--- config.mk ---
export PLATFORM = sky130hd
export DESIGN_NAME = tick_serial_shifter
export DESIGN_NICKNAME = d
export VERILOG_FILES = /design/src/rtl/sos_pkg.sv /design/src/rtl/sos_live_pipe.sv /design/src/rtl/sos_word_mux.sv /design/src/rtl/sos_shifter.sv /design/src/rtl/sos_par_join.sv /design/src/rtl/tick_serial_shifter.sv
export SDC_FILE = /design/constraint.sdc
export NUM_CORES = 1
export LEC_CHECK = 0
export BUFFER_PORTS_ARGS = -buffer_cell sky130_fd_sc_hd__buf_4
export CORE_MARGIN = 2
export CORE_UTILIZATION = 36
export CTS_BUF_LIST = sky130_fd_sc_hd__clkbuf_8
export DETAILED_ROUTE_END_ITERATION = 6
export PLACE_DENSITY = 0.66
export SLEW_MARGIN = 20
export SYNTH_ARGS = -nofsm -noshare
export SYNTH_HDL_FRONTEND = slang
export SYNTH_HIERARCHICAL = 1
export SYNTH_SLANG_ARGS = --single-unit
--- constraint.sdc ---
create_clock -name clk -period 2.78 [get_ports clk]
set_input_delay 0.139 -clock clk [delete_from_list [all_inputs] [get_ports clk]]
set_output_delay 0.139 -clock clk [all_outputs]
set_load 0.02 [all_outputs]
--- src/rtl/sos_pkg.sv ---
package sos_pkg;
  localparam int unsigned MAX_W = 64;

  typedef enum logic [1:0] {
    SLOT_DATA = 2'd0,
    SLOT_PAR  = 2'd1,
    SLOT_IDLE = 2'd2
  } slot_kind_e;

  // even-count XOR reduction of a zero-extended word
  function automatic logic word_parity(input logic [MAX_W-1:0] v);
    logic p;
    p = 1'b0;
    for (int i = 0; i < MAX_W; i++) p = p ^ v[i];
    return p;
  endfunction

  // what a given slot index of the frame carries
  function automatic slot_kind_e slot_kind(input int unsigned idx, input int unsigned dw);
    if (idx < dw) return SLOT_DATA;
    else if (idx == dw) return SLOT_PAR;
    else return SLOT_IDLE;
  endfunction
endpackage

--- src/rtl/sos_live_pipe.sv ---
module sos_live_pipe #(
  parameter int unsigned DELAY_TICKS = 1
) (
  input  logic clk,
  input  logic rst_n,
  input  logic tick_en_i,
  input  logic live_i,
  output logic cap_o,
  output logic sel_o
);
  localparam int unsigned STAGES = DELAY_TICKS + 1;

  logic [STAGES-1:0] stage_q;

  generate
    for (genvar g = 0; g < STAGES; g++) begin : g_stage
      if (g == 0) begin : g_cap
        always_ff @(posedge clk or negedge rst_n) begin
          if (!rst_n) stage_q[0] <= 1'b0;
          else if (tick_en_i) stage_q[0] <= live_i;
        end
      end else begin : g_dly
        always_ff @(posedge clk or negedge rst_n) begin
          if (!rst_n) stage_q[g] <= 1'b0;
          else if (tick_en_i) stage_q[g] <= stage_q[g-1];
        end
      end
    end
  endgenerate

  assign cap_o = stage_q[0];
  assign sel_o = stage_q[STAGES-1];
endmodule

--- src/rtl/sos_word_mux.sv ---
module sos_word_mux #(
  parameter int unsigned DATA_W = 7
) (
  input  logic              live_sel_i,
  input  logic [DATA_W-1:0] filt_i,
  output logic [DATA_W-1:0] word_o
);
  always_comb begin
    if (live_sel_i) word_o = filt_i;
    else            word_o = '0;
  end
endmodule

--- src/rtl/sos_shifter.sv ---
module sos_shifter #(
  parameter int unsigned DATA_W = 7,
  localparam int unsigned CW = $clog2(DATA_W + 2)
) (
  input  logic              clk,
  input  logic              rst_n,
  input  logic              load_i,
  input  logic [DATA_W-1:0] word_i,
  input  logic              joint_par_i,
  output logic              ser_next_o,
  output logic              lpar_o,
  output logic [CW-1:0]     slot_o
);
  localparam int unsigned PW = sos_pkg::MAX_W;
  localparam logic [CW-1:0] IDLE_SLOT = CW'(DATA_W + 1);

  logic [DATA_W-1:0] sh_q;
  logic [CW-1:0]     slot_q;
  logic              lpar_q;
  sos_pkg::slot_kind_e kind;

  always_ff @(posedge clk or negedge rst_n) begin
    if (!rst_n) begin
      sh_q   <= '0;
      slot_q <= IDLE_SLOT;
      lpar_q <= 1'b0;
    end else if (load_i) begin
      sh_q   <= word_i;
      slot_q <= '0;
      lpar_q <= sos_pkg::word_parity(PW'(word_i));
    end else if (slot_q != IDLE_SLOT) begin
      slot_q <= slot_q + 1'b1;
      sh_q   <= {1'b0, sh_q[DATA_W-1:1]};
    end
  end

  always_comb begin
    kind = sos_pkg::slot_kind(32'(slot_q), DATA_W);
    case (kind)
      sos_pkg::SLOT_DATA: ser_next_o = sh_q[0];
      sos_pkg::SLOT_PAR:  ser_next_o = joint_par_i;
      default:            ser_next_o = 1'b0;
    endcase
  end

  assign lpar_o = lpar_q;
  assign slot_o = slot_q;
endmodule

--- src/rtl/sos_par_join.sv ---
module sos_par_join #(
  parameter int unsigned CW = 4
) (
  input  logic          clk,
  input  logic          rst_n,
  input  logic [CW-1:0] slot_i,
  input  logic          lpar_i,
  input  logic          par_i,
  output logic          par_o
);
  always_ff @(posedge clk or negedge rst_n) begin
    if (!rst_n) par_o <= 1'b0;
    else if (slot_i == '0) par_o <= lpar_i ^ par_i;
  end
endmodule

--- src/rtl/tick_serial_shifter.sv ---
module tick_serial_shifter #(
  parameter int unsigned DATA_W      = 7,
  parameter int unsigned DELAY_TICKS = 1
) (
  input  logic              clk,
  input  logic              rst_n,
  input  logic              tick_en_i,
  input  logic              live_i,
  input  logic [DATA_W-1:0] filt_i,
  input  logic              par_i,
  output logic              ser_o,
  output logic              par_o
);
  localparam int unsigned CW = $clog2(DATA_W + 2);

  // named internal events for the checker
  logic              tick_load;
  logic              live_cap;
  logic              live_sel;
  logic [DATA_W-1:0] word_sel;
  logic              ser_next;
  logic              lpar;
  logic [CW-1:0]     slot_idx;

  assign tick_load = tick_en_i;

  sos_live_pipe #(.DELAY_TICKS(DELAY_TICKS)) u_live (
    .clk(clk), .rst_n(rst_n), .tick_en_i(tick_load), .live_i(live_i),
    .cap_o(live_cap), .sel_o(live_sel)
  );

  sos_word_mux #(.DATA_W(DATA_W)) u_mux (
    .live_sel_i(live_sel), .filt_i(filt_i), .word_o(word_sel)
  );

  sos_shifter #(.DATA_W(DATA_W)) u_shift (
    .clk(clk), .rst_n(rst_n), .load_i(tick_load), .word_i(word_sel),
    .joint_par_i(par_o), .ser_next_o(ser_next), .lpar_o(lpar), .slot_o(slot_idx)
  );

  sos_par_join #(.CW(CW)) u_pj (
    .clk(clk), .rst_n(rst_n), .slot_i(slot_idx), .lpar_i(lpar),
    .par_i(par_i), .par_o(par_o)
  );

  always_ff @(posedge clk or negedge rst_n) begin
    if (!rst_n) ser_o <= 1'b0;
    else        ser_o <= ser_next;
  end
endmodule

; After elaboration in Yosys (flattened, before gate mapping)
; Cells that the tools add are included.
[word_totals]
in_bits = 12
out_inout_bits = 2
word_cells = 30
reg_bits = 16
[classes]
bitwise_logic = 7
magnitude_cmp = 1
n_mux = 8
n_reduce_logical = 3
eq_ne = 3
add_sub_neg = 1
[op_table]
columns = op, n
row1 = $mux W7, 3
row2 = $mux W4, 2
row3 = $xor A1 B1 Y1, 7
row4 = $add A4 B1 Y4 const B, 1
row5 = $eq A4 B3 Y1 const B, 1
row6 = $logic_not A4 Y1, 1
row7 = $lt A4 B3 Y1 const B, 1
row8 = $mux W2, 2
row9 = $ne A4 B4 Y1 const B, 1
row10 = $eq A2 B1 Y1 const B, 1
row11 = $logic_not A2 Y1, 1
row12 = $pmux W1 S2, 1
row13 = $reduce_bool A2 Y1, 1

; Logic depth before layout (Yosys ltp)
; Gate-level depths: netlist of the first run.
[logic_depth]
word_depth = 7
mapped_depth = 6

; Hierarchy
; Netlist of the first run, hierarchy kept.
[by_module_without_submodules]
columns = mod, n_inst, seq_area_each_um2, cells_per_inst, area_each_um2
row1 = sos_shifter, 1, 301.5, 67, 658.1
row2 = sos_live_pipe, 1, 50.0, 4, 72.6
row3 = sos_par_join, 1, 25.0, 4, 57.6
row4 = sos_word_mux, 1, 0.0, 7, 43.8
row5 = tick_serial_shifter, 1, 25.0, 1, 25.0

; Worst setup path before layout of the first run
; Ideal clock, no wire load.
[synth_path]
kind = reg2reg
from = reg u_live.stage_q[1] (netlist: u_live/sel_o)
to = reg u_shift.lpar_q (netlist: u_shift/lpar_o)
stages_incl_launch_ff = 5
setup_ns = 0.125
t_arrival_ns = 1.345
path_slack_ns = 1.310
n_path_buf = 0
path_cell_list = dfrtp_1 and2_1 xnor3_1 xnor3_1 mux2_4
[synth_via]
word_cells_on_any_way = 7
cone_classes = mux: 1 / bitwise: 6
[synth_lines]
columns = element, line
row1 = "start, declared", sos_live_pipe.sv:13  ; logic [STAGES-1:0] stage_q;
row2 = "start signal, assigned by index", sos_live_pipe.sv:25  ; else if (tick_en_i) stage_q[g] <= stage_q[g-1];
row3 = $mux W7, sos_word_mux.sv:9  ; if (live_sel_i) word_o = filt_i;
row4 = net word_sel[5], tick_serial_shifter.sv:20  ; logic [DATA_W-1:0] word_sel;
row5 = $xor A1 B1 Y1 (2 in series), sos_pkg.sv:14  ; for (int i = 0; i < MAX_W; i++) p = p ^ v[i];
row6 = "end signal, assigned", sos_shifter.sv:30  ; lpar_q <= sos_pkg::word_parity(PW'(word_i));
row7 = "end, declared", sos_shifter.sv:19  ; logic lpar_q;
; The timed path passes the listed nets, and every way through them passes these cells.
; A chain may end at the register's enable or synchronous reset.

; Final worst setup path of the first run
; Same ends and word-level chain as after synthesis.

==> out/metrics.csv, run 1 <==
metric,value,unit
status,"finished, final reports clean",
antenna_cells,0,
cts_resized,0,
fillers,222,
clock_latency,0.25,ns
antenna_found_initial,0,
overflow,0,
initial_core_util,38.4,%
final.setup.tns,0,ns
fin_crit_sh,55.6,%
setup_viol,0,
cp_num_buf_inv,0,
gp_congestion,0.684,
synth_top_family_by_area,simple AND/OR/NAND/NOR gates,
syn_inst,83,
p_leak,0.480,nW
endpoint_kind,flip-flop,
drc,0,
grt_use_total,13.3,%
max_cap_viol_count,0,
muxShareOfSynthArea,5.69,%
place_area,976,um^2
whs,0.119,ns
crit_path_cell_trace,and2_1 -> xnor3_1 -> xnor3_1 -> mux2_4,
worstPathMaxFanout,8,
rsz0062_at_grt,no,
grt_pass1_vias,624,
postCtsSetupBuffers,0,
synth_top_area_share,43.8,%
synth-compound-area-share,8.76,%
final_area,1040,um^2
criticalPathCategory,flip-flop to flip-flop,
dp_hpwl,1070,um
slowest_delay,0.42,ns
hold_class,input port to flip-flop,
yosysUniqueCellTypes,24,
hold_viol,0,
numCtsBuffers,3,
ctsHtreeMaxLevel,1,
drive_above_1_share,25.5,%
core-area,2230,um^2
dpl.cell_count,121,
cts_tree,yes,
synth-xor-area-share,12.3,%
syn-mean-instance-area,10.3,um^2
synth_area_leader_cell,dfrtp_1,
synth.yosys.warnings,6,
vias,609,
stdcell_count,126,
maxSlewHeadroom,74.8,%
die_w,52.8,um
cts_num_sinks,16,
ir_worst_vdd,0.373,mV
power_density,641,nW/um^2
crit_top_cell,xnor3_1,
fin_nets,113,
io_buffers,13,
fin_worst_skew,0.00155,ns
fp.dieH,52.8,um
synthAdderAreaFrac,2.92,%
grt_pass1_wl,2650,um
dr.first_iter.drc_count,5,
required,2.92,ns
worstMarginPinSlew,0.377,ns
final_antenna_net_count,0,
max_freq,647,MHz
seq_area_frac_synth,46.9,%
syn_area,857,um^2
cts-root-buf,clkbuf_8,
startpoint_type,flip-flop,
synthSimpleGateAreaFrac,21.0,%
synth_fp_nets,97,
ctsHoldBuffers,1,
wl_per_cell,12.0,um
synth_area_leaders,"dfrtp_1 44%, a21oi_1 8.2%, nand2_1 5.3%, xnor3_1 5.3%, and2_1 5.1%",
clkTransAtPathRegs,0.06,ns
dieArea,2790,um^2
grt_max_degree,22,
totalPowerFinal,0.000667,W
cp_top_family,XOR/XNOR gates,
clock_path_buffers,2,
arrival,1.68,ns
period_needed,1.55,ns
routed_wl,1520,um
area_growth,21.5,%
vias_per_cell,4.83,
critical-path-slowest-cell,dfrtp_1,
rows,17,
synth-seq-cells,16,
drt_first_pass_iters,4,
maxSlewViolCount,0,
ioPinCount,14,
==> cells by family (layout without fill, tap and decap cells) <==
kind of cell / Yosys count / after routing
AO/OA/AOI/OAI: 15 / 15
buffers and inverters: 5 / 20
AND/OR/NAND/NOR: 33 / 33
flip-flops: 16 / 16
multiplexers: 4 / 4
XOR/XNOR: 8 / 8
adder cells (fa/ha/maj): 2 / 2
==> metal layers <==
metal | share of wire, % | global-route usage [%]
met3 | 6.5 | 6.00
met2 | 46 | 22.1
met1 | 48 | 15.9
met4 | 0 | 2.56
met5 | 0 | 0
==> synthesized netlist by cell type <==
cell and number:
buf_1 1, nor4_2 1, xnor2_2 1, mux2_2 3, nor2b_1 5, nor3_1 1
a21oi_1 14, xnor2_1 3, ha_1 2, xor2_1 2, and2b_2 1, and3b_1 1
o21ai_0 1, dfstp_2 1, xnor3_1 2, dfrtp_1 15, nand3b_1 1, nor2_1 2
inv_1 2, mux2_4 1, nand3_1 2, nand2_1 12, buf_2 2, and2_1 7
==> final timing paths <==
kind	from	to	slack, ns	cells past startpoint
min	live_i	u_live/cap_o$_DFFE_PN0P_	0.12	2
min reg2reg	u_shift/sh_q[2]$_DFFE_PN0P_	u_shift/sh_q[1]$_DFFE_PN0P_	0.51	2
max	u_live/sel_o$_DFFE_PN0P_	u_shift/lpar_o$_DFFE_PN0P_	1.23	4
min in group asynchronous	rst_n	u_pj/par_o$_DFFE_PN0N_	0.28	2
max in group asynchronous	rst_n	u_shift/slot_o[3]$_DFFE_PN1P_	2.25	2
max reg2reg	u_live/sel_o$_DFFE_PN0P_	u_shift/lpar_o$_DFFE_PN0P_	1.23	4
==> metrics by stage <==
stage | utilization, % | setup WS, ns
after floorplan | - | 1.31
after global placement | 43.7 | 1.28
after detailed placement | 43.7 | 1.22
after CTS | 46.6 | 1.21
after global routing | 46.6 | 1.14
final | 46.6 | 1.23
==> registers in the layout, indices dropped and copies added (netlist names) <==
name	cells
ser_o	1
u_live/sel_o	1
u_shift/slot_o	4
u_live/cap_o	1
u_shift/sh_q	7
u_shift/lpar_o	1
u_pj/par_o	1
==> report_power, final <==
group / internal [W] / switching [W] / total [W]
Clock: 0.000126 / 0.0000822 / 0.000208
Sequential: 0.000269 / 0.0000306 / 0.000299
Combinational: 0.0000965 / 0.0000633 / 0.000160
==> layout make-up <==
type	count	area, um^2	area share, %
multi-input combinational	62	434	41.7
sequential	16	402	38.6
timing repair buffer	14	108	10.3
clock buffer	4	55.1	5.29
tap	28	35.0	3.37
inverter	2	7.51	0.721
==> placed cells by master, fill, tap and decap left out, types with 2 or more instances in the layout <==
master and instances:
clkbuf_8 4, mux2_2 3, and2_1 7, nand3_1 2, xnor2_1 3, nor2_1 2, inv_1 2, a21oi_1 14
xnor3_1 2, buf_4 13, xor2_1 2, dfrtp_1 15, nand2_1 12, nor2b_1 5, ha_1 2
Note: power is estimated with default switching activity, not from simulation.
==> run 2: changes to the inputs <==
--- a/config.mk
+++ b/config.mk
@@ -5,12 +5,13 @@
 export SDC_FILE = /design/constraint.sdc
 export NUM_CORES = 1
 export LEC_CHECK = 0
+export ABC_AREA = 1
 export BUFFER_PORTS_ARGS = -buffer_cell sky130_fd_sc_hd__buf_4
 export CORE_MARGIN = 2
 export CORE_UTILIZATION = 36
 export CTS_BUF_LIST = sky130_fd_sc_hd__clkbuf_8
 export DETAILED_ROUTE_END_ITERATION = 6
-export PLACE_DENSITY = 0.66
+export PLACE_DENSITY = 0.68
 export SLEW_MARGIN = 20
 export SYNTH_ARGS = -nofsm -noshare
 export SYNTH_HDL_FRONTEND = slang
==> constraint.sdc (replaced) <==
create_clock -name clk -period 1.3 [get_ports clk]
set_input_delay 0.065 -clock clk [delete_from_list [all_inputs] [get_ports clk]]
set_output_delay 0.065 -clock clk [all_outputs]
set_load 0.02 [all_outputs]
==> run 2 against run 1 <==
The run now ends with negative setup slack left; worst setup slack worse by 1.2 ns; via count rose by 42%; worst hold slack worse by 0.11 ns; synthesized cell count grew 60%; sequential share of layout area shrank 6.5 points; clock skew up 0.0023 ns; utilization rose by 4.0 points; final cell count increased by 54%; clock-buffer cell count decreased by 1; global-route usage grew 3.2 points; critical path depth increased by 5; critical endpoint is now u_shift/sh_q[3]$_DFFE_PN0P_; largest cell class unchanged.
==> out/metrics.csv, run 2 <==
metric,value,unit,change
largest_register_ffs,7,,unchanged
synth-seq-cells,16,,unchanged
core-area,2480,um^2,was 2230 um^2
synth_area_leaders,"dfrtp_1 40%, nand2_1 21%, inv_1 11%, nor2_1 4.4%, nand3_1 3.7%",,"was dfrtp_1 44%, a21oi_1 8.2%, nand2_1 5.3%, xnor3_1 5.3%, and2_1 5.1%"
syn-mean-instance-area,7.08,um^2,was 10.3 um^2
cp_num_buf_inv,3,,was 0
syn_area,942,um^2,was 857 um^2
violations,negative setup slack,,
grt_max_degree,17,,was 22
intPower,0.000916,W,was 0.000491 W
maxSlewViolCount,0,,unchanged
overflow,0,,unchanged
ioPinCount,14,,unchanged
drc,0,,unchanged
cts-root-buf,clkbuf_8,,unchanged
criticalPathCategory,flip-flop to flip-flop,,unchanged
stdcell_count,194,,was 126
yosys_most_used_dff,dfrtp_1,,unchanged
dpl.cell_count,184,,was 121
final_antenna_net_count,0,,unchanged
synth.yosys.warnings,6,,unchanged
arrival,1.44,ns,was 1.68 ns
vias_per_cell,4.46,,was 4.83
endpoint_kind,flip-flop,,unchanged
max_freq,764,MHz,was 647 MHz
ctsHtreeMaxLevel,1,,unchanged
cp_top_family,flip-flops,,was XOR/XNOR gates
clock_latency,0.25,ns,about the same
synth_fp_nets,147,,was 97
yosysUniqueCellTypes,20,,was 24
fillers,266,,was 222
antenna_cells,0,,unchanged
final_cell_mix,"50 x nand2_1, 25 x buf_4, 24 x inv_1",,"was 15 x dfrtp_1, 14 x a21oi_1, 13 x buf_4"
vias,866,,was 609
fin_nets,179,,was 113
rsz0062_at_grt,yes,,was no
routed_wl,2010,um,was 1520 um
seq_area_frac_synth,42.6,%,was 46.9%
power_density,1030,nW/um^2,was 641 nW/um^2
synth_common_cells,"52 x nand2_1, 27 x inv_1, 15 x dfrtp_1, 11 x nor2_1, 7 x nand3_1",,"was 15 x dfrtp_1, 14 x a21oi_1, 12 x nand2_1, 7 x and2_1, 5 x nor2b_1"
p_sw_share,29.3,%,was 26.4%
dr.first_iter.drc_count,8,,was 5
multiInputGateArea,445,um^2,was 434 um^2
wl_per_cell,10.4,um,was 12.0 um
clock_path_buffers,2,,unchanged
hold_viol,0,,unchanged
startpoint_type,flip-flop,,unchanged
p_clk_share,28.8,%,was 31.2%
slowest_delay,0.39,ns,was 0.42 ns
grt_pass1_wl,3470,um,was 2650 um
die_w,55.2,um,was 52.8 um
drt_first_pass_iters,4,,unchanged
gp_congestion,0.824,,was 0.684
setup_viol,2,,was 0
p_seq_share,45.5,%,was 44.9%
combPwrFrac,25.7,%,was 24.0%
area_growth,33.2,%,was 21.5%
yosysMostFrequentCell,nand2_1,,was dfrtp_1
ir_worst_vdd,0.694,mV,was 0.373 mV
totalPowerFinal,0.00130,W,was 0.000667 W
regArea,403,um^2,was 402 um^2
fin_ws,-0.00851,ns,was 1.23 ns
async_reset_ff_share,100,%,unchanged
p_leak,0.697,nW,was 0.480 nW
antenna_found_initial,0,,unchanged
synth_top_area_share,39.8,%,was 43.8%
fp.dieH,55.2,um,was 52.8 um
net-switching-power,0.000381,W,was 0.000176 W
grt_use_total,16.6,%,was 13.3%
initial_core_util,38.0,%,was 38.4%
syn_inst,133,,was 83
utilization,50.7,%,was 46.6%
largest-register,u_shift/sh_q,,unchanged
final_common_cell,nand2_1,,was dfrtp_1
status,"finished, violations left",,"was finished, final reports clean"
dieArea,3040,um^2,was 2790 um^2
critical-path-slowest-cell,dfrtp_1,,unchanged
fin_crit_sh,101,%,was 55.6%
max_cap_viol_count,0,,unchanged
worstMarginPinSlew,0.202,ns,was 0.377 ns
io_buffers,13,,unchanged
numCtsBuffers,3,,unchanged
maxSlewHeadroom,86.5,%,was 74.8%
clkTransAtPathRegs,0.06,ns,about the same
drive_above_1_share,29.3,%,was 25.5%
rows,18,,was 17
cts_tree,yes,,unchanged
period_needed,1.31,ns,was 1.55 ns
cts_num_sinks,16,,unchanged
grt_pass1_vias,822,,was 624
crit_path_cell_trace,inv_2 -> ha_4 -> nand2_2 -> nor2_2 -> inv_2 -> nand2_2 -> inv_1 -> nand2_1 -> o221ai_2,,was and2_1 -> xnor3_1 -> xnor3_1 -> mux2_4
place_ws,-0.0480,ns,was 1.22 ns
hold_class,input port to flip-flop,,unchanged
fin_worst_skew,0.00385,ns,was 0.00155 ns
worstPathMaxFanout,6,,was 8
required,1.43,ns,was 2.92 ns
synth-edff-count,0,,unchanged
synth_area_leader_cell,dfrtp_1,,unchanged
dp_hpwl,1590,um,was 1070 um
==> run 2: timing repair <==
action,in CTS,in global routing
setup endpoints to repair,5,11
hold buffers,1,0
gates resized for setup,9,3
cloned,0,0
endpoints found under the hold margin,16,0
pin swaps,2,2
setup buffers,5,0
==> run 2: per-stage QoR <==
step / setup TNS [ns] / cell area [um^2] / hold WS, ns
CTS: -0.0722 / 1250 / 0.0117
finish: -0.0145 / 1250 / 0.0134
detailed placement: -0.133 / 1140 / -0.0656
global placement: 0 / 1140 / -0.0651
global route: -0.765 / 1250 / 0.0282
floorplan: 0 / 942 / -0.231
==> run 2: layer usage <==
layer  vias up  global-route usage (%)  share of wire (%)
met5         -                       0                  0
met2        16                    30.6                 50
met1       386                    17.7                 45
li1        461                       -                  -
met4         0                    6.10                1.0
met3         3                    4.84                4.1
==> run 2: power by group through the flow <==
stage / clock network [W] / logic (W) / registers [W]
2_1_floorplan: 0 / 0.000160 / 0.000613
3_3_place_gp: 0 / 0.000299 / 0.000595
3_5_place_dp: 0 / 0.000310 / 0.000597
4_1_cts: 0.000390 / 0.000337 / 0.000589
5_1_grt: 0.000421 / 0.000382 / 0.000595
6_report: 0.000374 / 0.000333 / 0.000590
==> run 2: logic make-up (layout without fill, tap and decap cells) <==
group | Yosys count | after routing | share of synthesized area, %
flip-flops | 16 | 16 | 42.6
AND/OR/NAND/NOR | 74 | 74 | 32.1
buffers and inverters | 30 | 61 | 12.0
adder cells (fa/ha/maj) | 2 | 2 | 2.66
XOR/XNOR | 1 | 1 | 0.930
AO/OA/AOI/OAI | 10 | 10 | 9.69
==> run 2: area by class of cell <==
class,count,area share (%)
Clock buffer,3,3.29
Clock inverter,1,0.299
Inverter,30,9.17
Multi-Input combinational cell,87,35.5
Sequential cell,16,32.1
Tap cell,30,2.99
Timing Repair Buffer,27,16.7
==> run 2: path summary, 6_finish.rpt <==
check                                              start                             to  slack, ns  cells past startpoint
hold / removal                                    live_i       u_live/cap_o$_DFFE_PN0P_       0.01                      3
setup reg to reg           u_shift/slot_o[1]$_DFFE_PN0P_    u_shift/sh_q[3]$_DFFE_PN0P_     -0.009                      9
max in group asynchronous                          rst_n  u_shift/slot_o[3]$_DFFE_PN1P_       0.85                      2
setup / recovery           u_shift/slot_o[1]$_DFFE_PN0P_    u_shift/sh_q[3]$_DFFE_PN0P_     -0.009                      9
min in group asynchronous                          rst_n       u_live/cap_o$_DFFE_PN0P_       0.20                      2
hold reg to reg                 u_live/cap_o$_DFFE_PN0P_       u_live/cap_o$_DFFE_PN0P_       0.48                      2
==> run 2: tightest hold or removal path: stages <==
cell	delay (ns)
buf_4	0.07
nand2_1	0.04
nand2_1	0.05
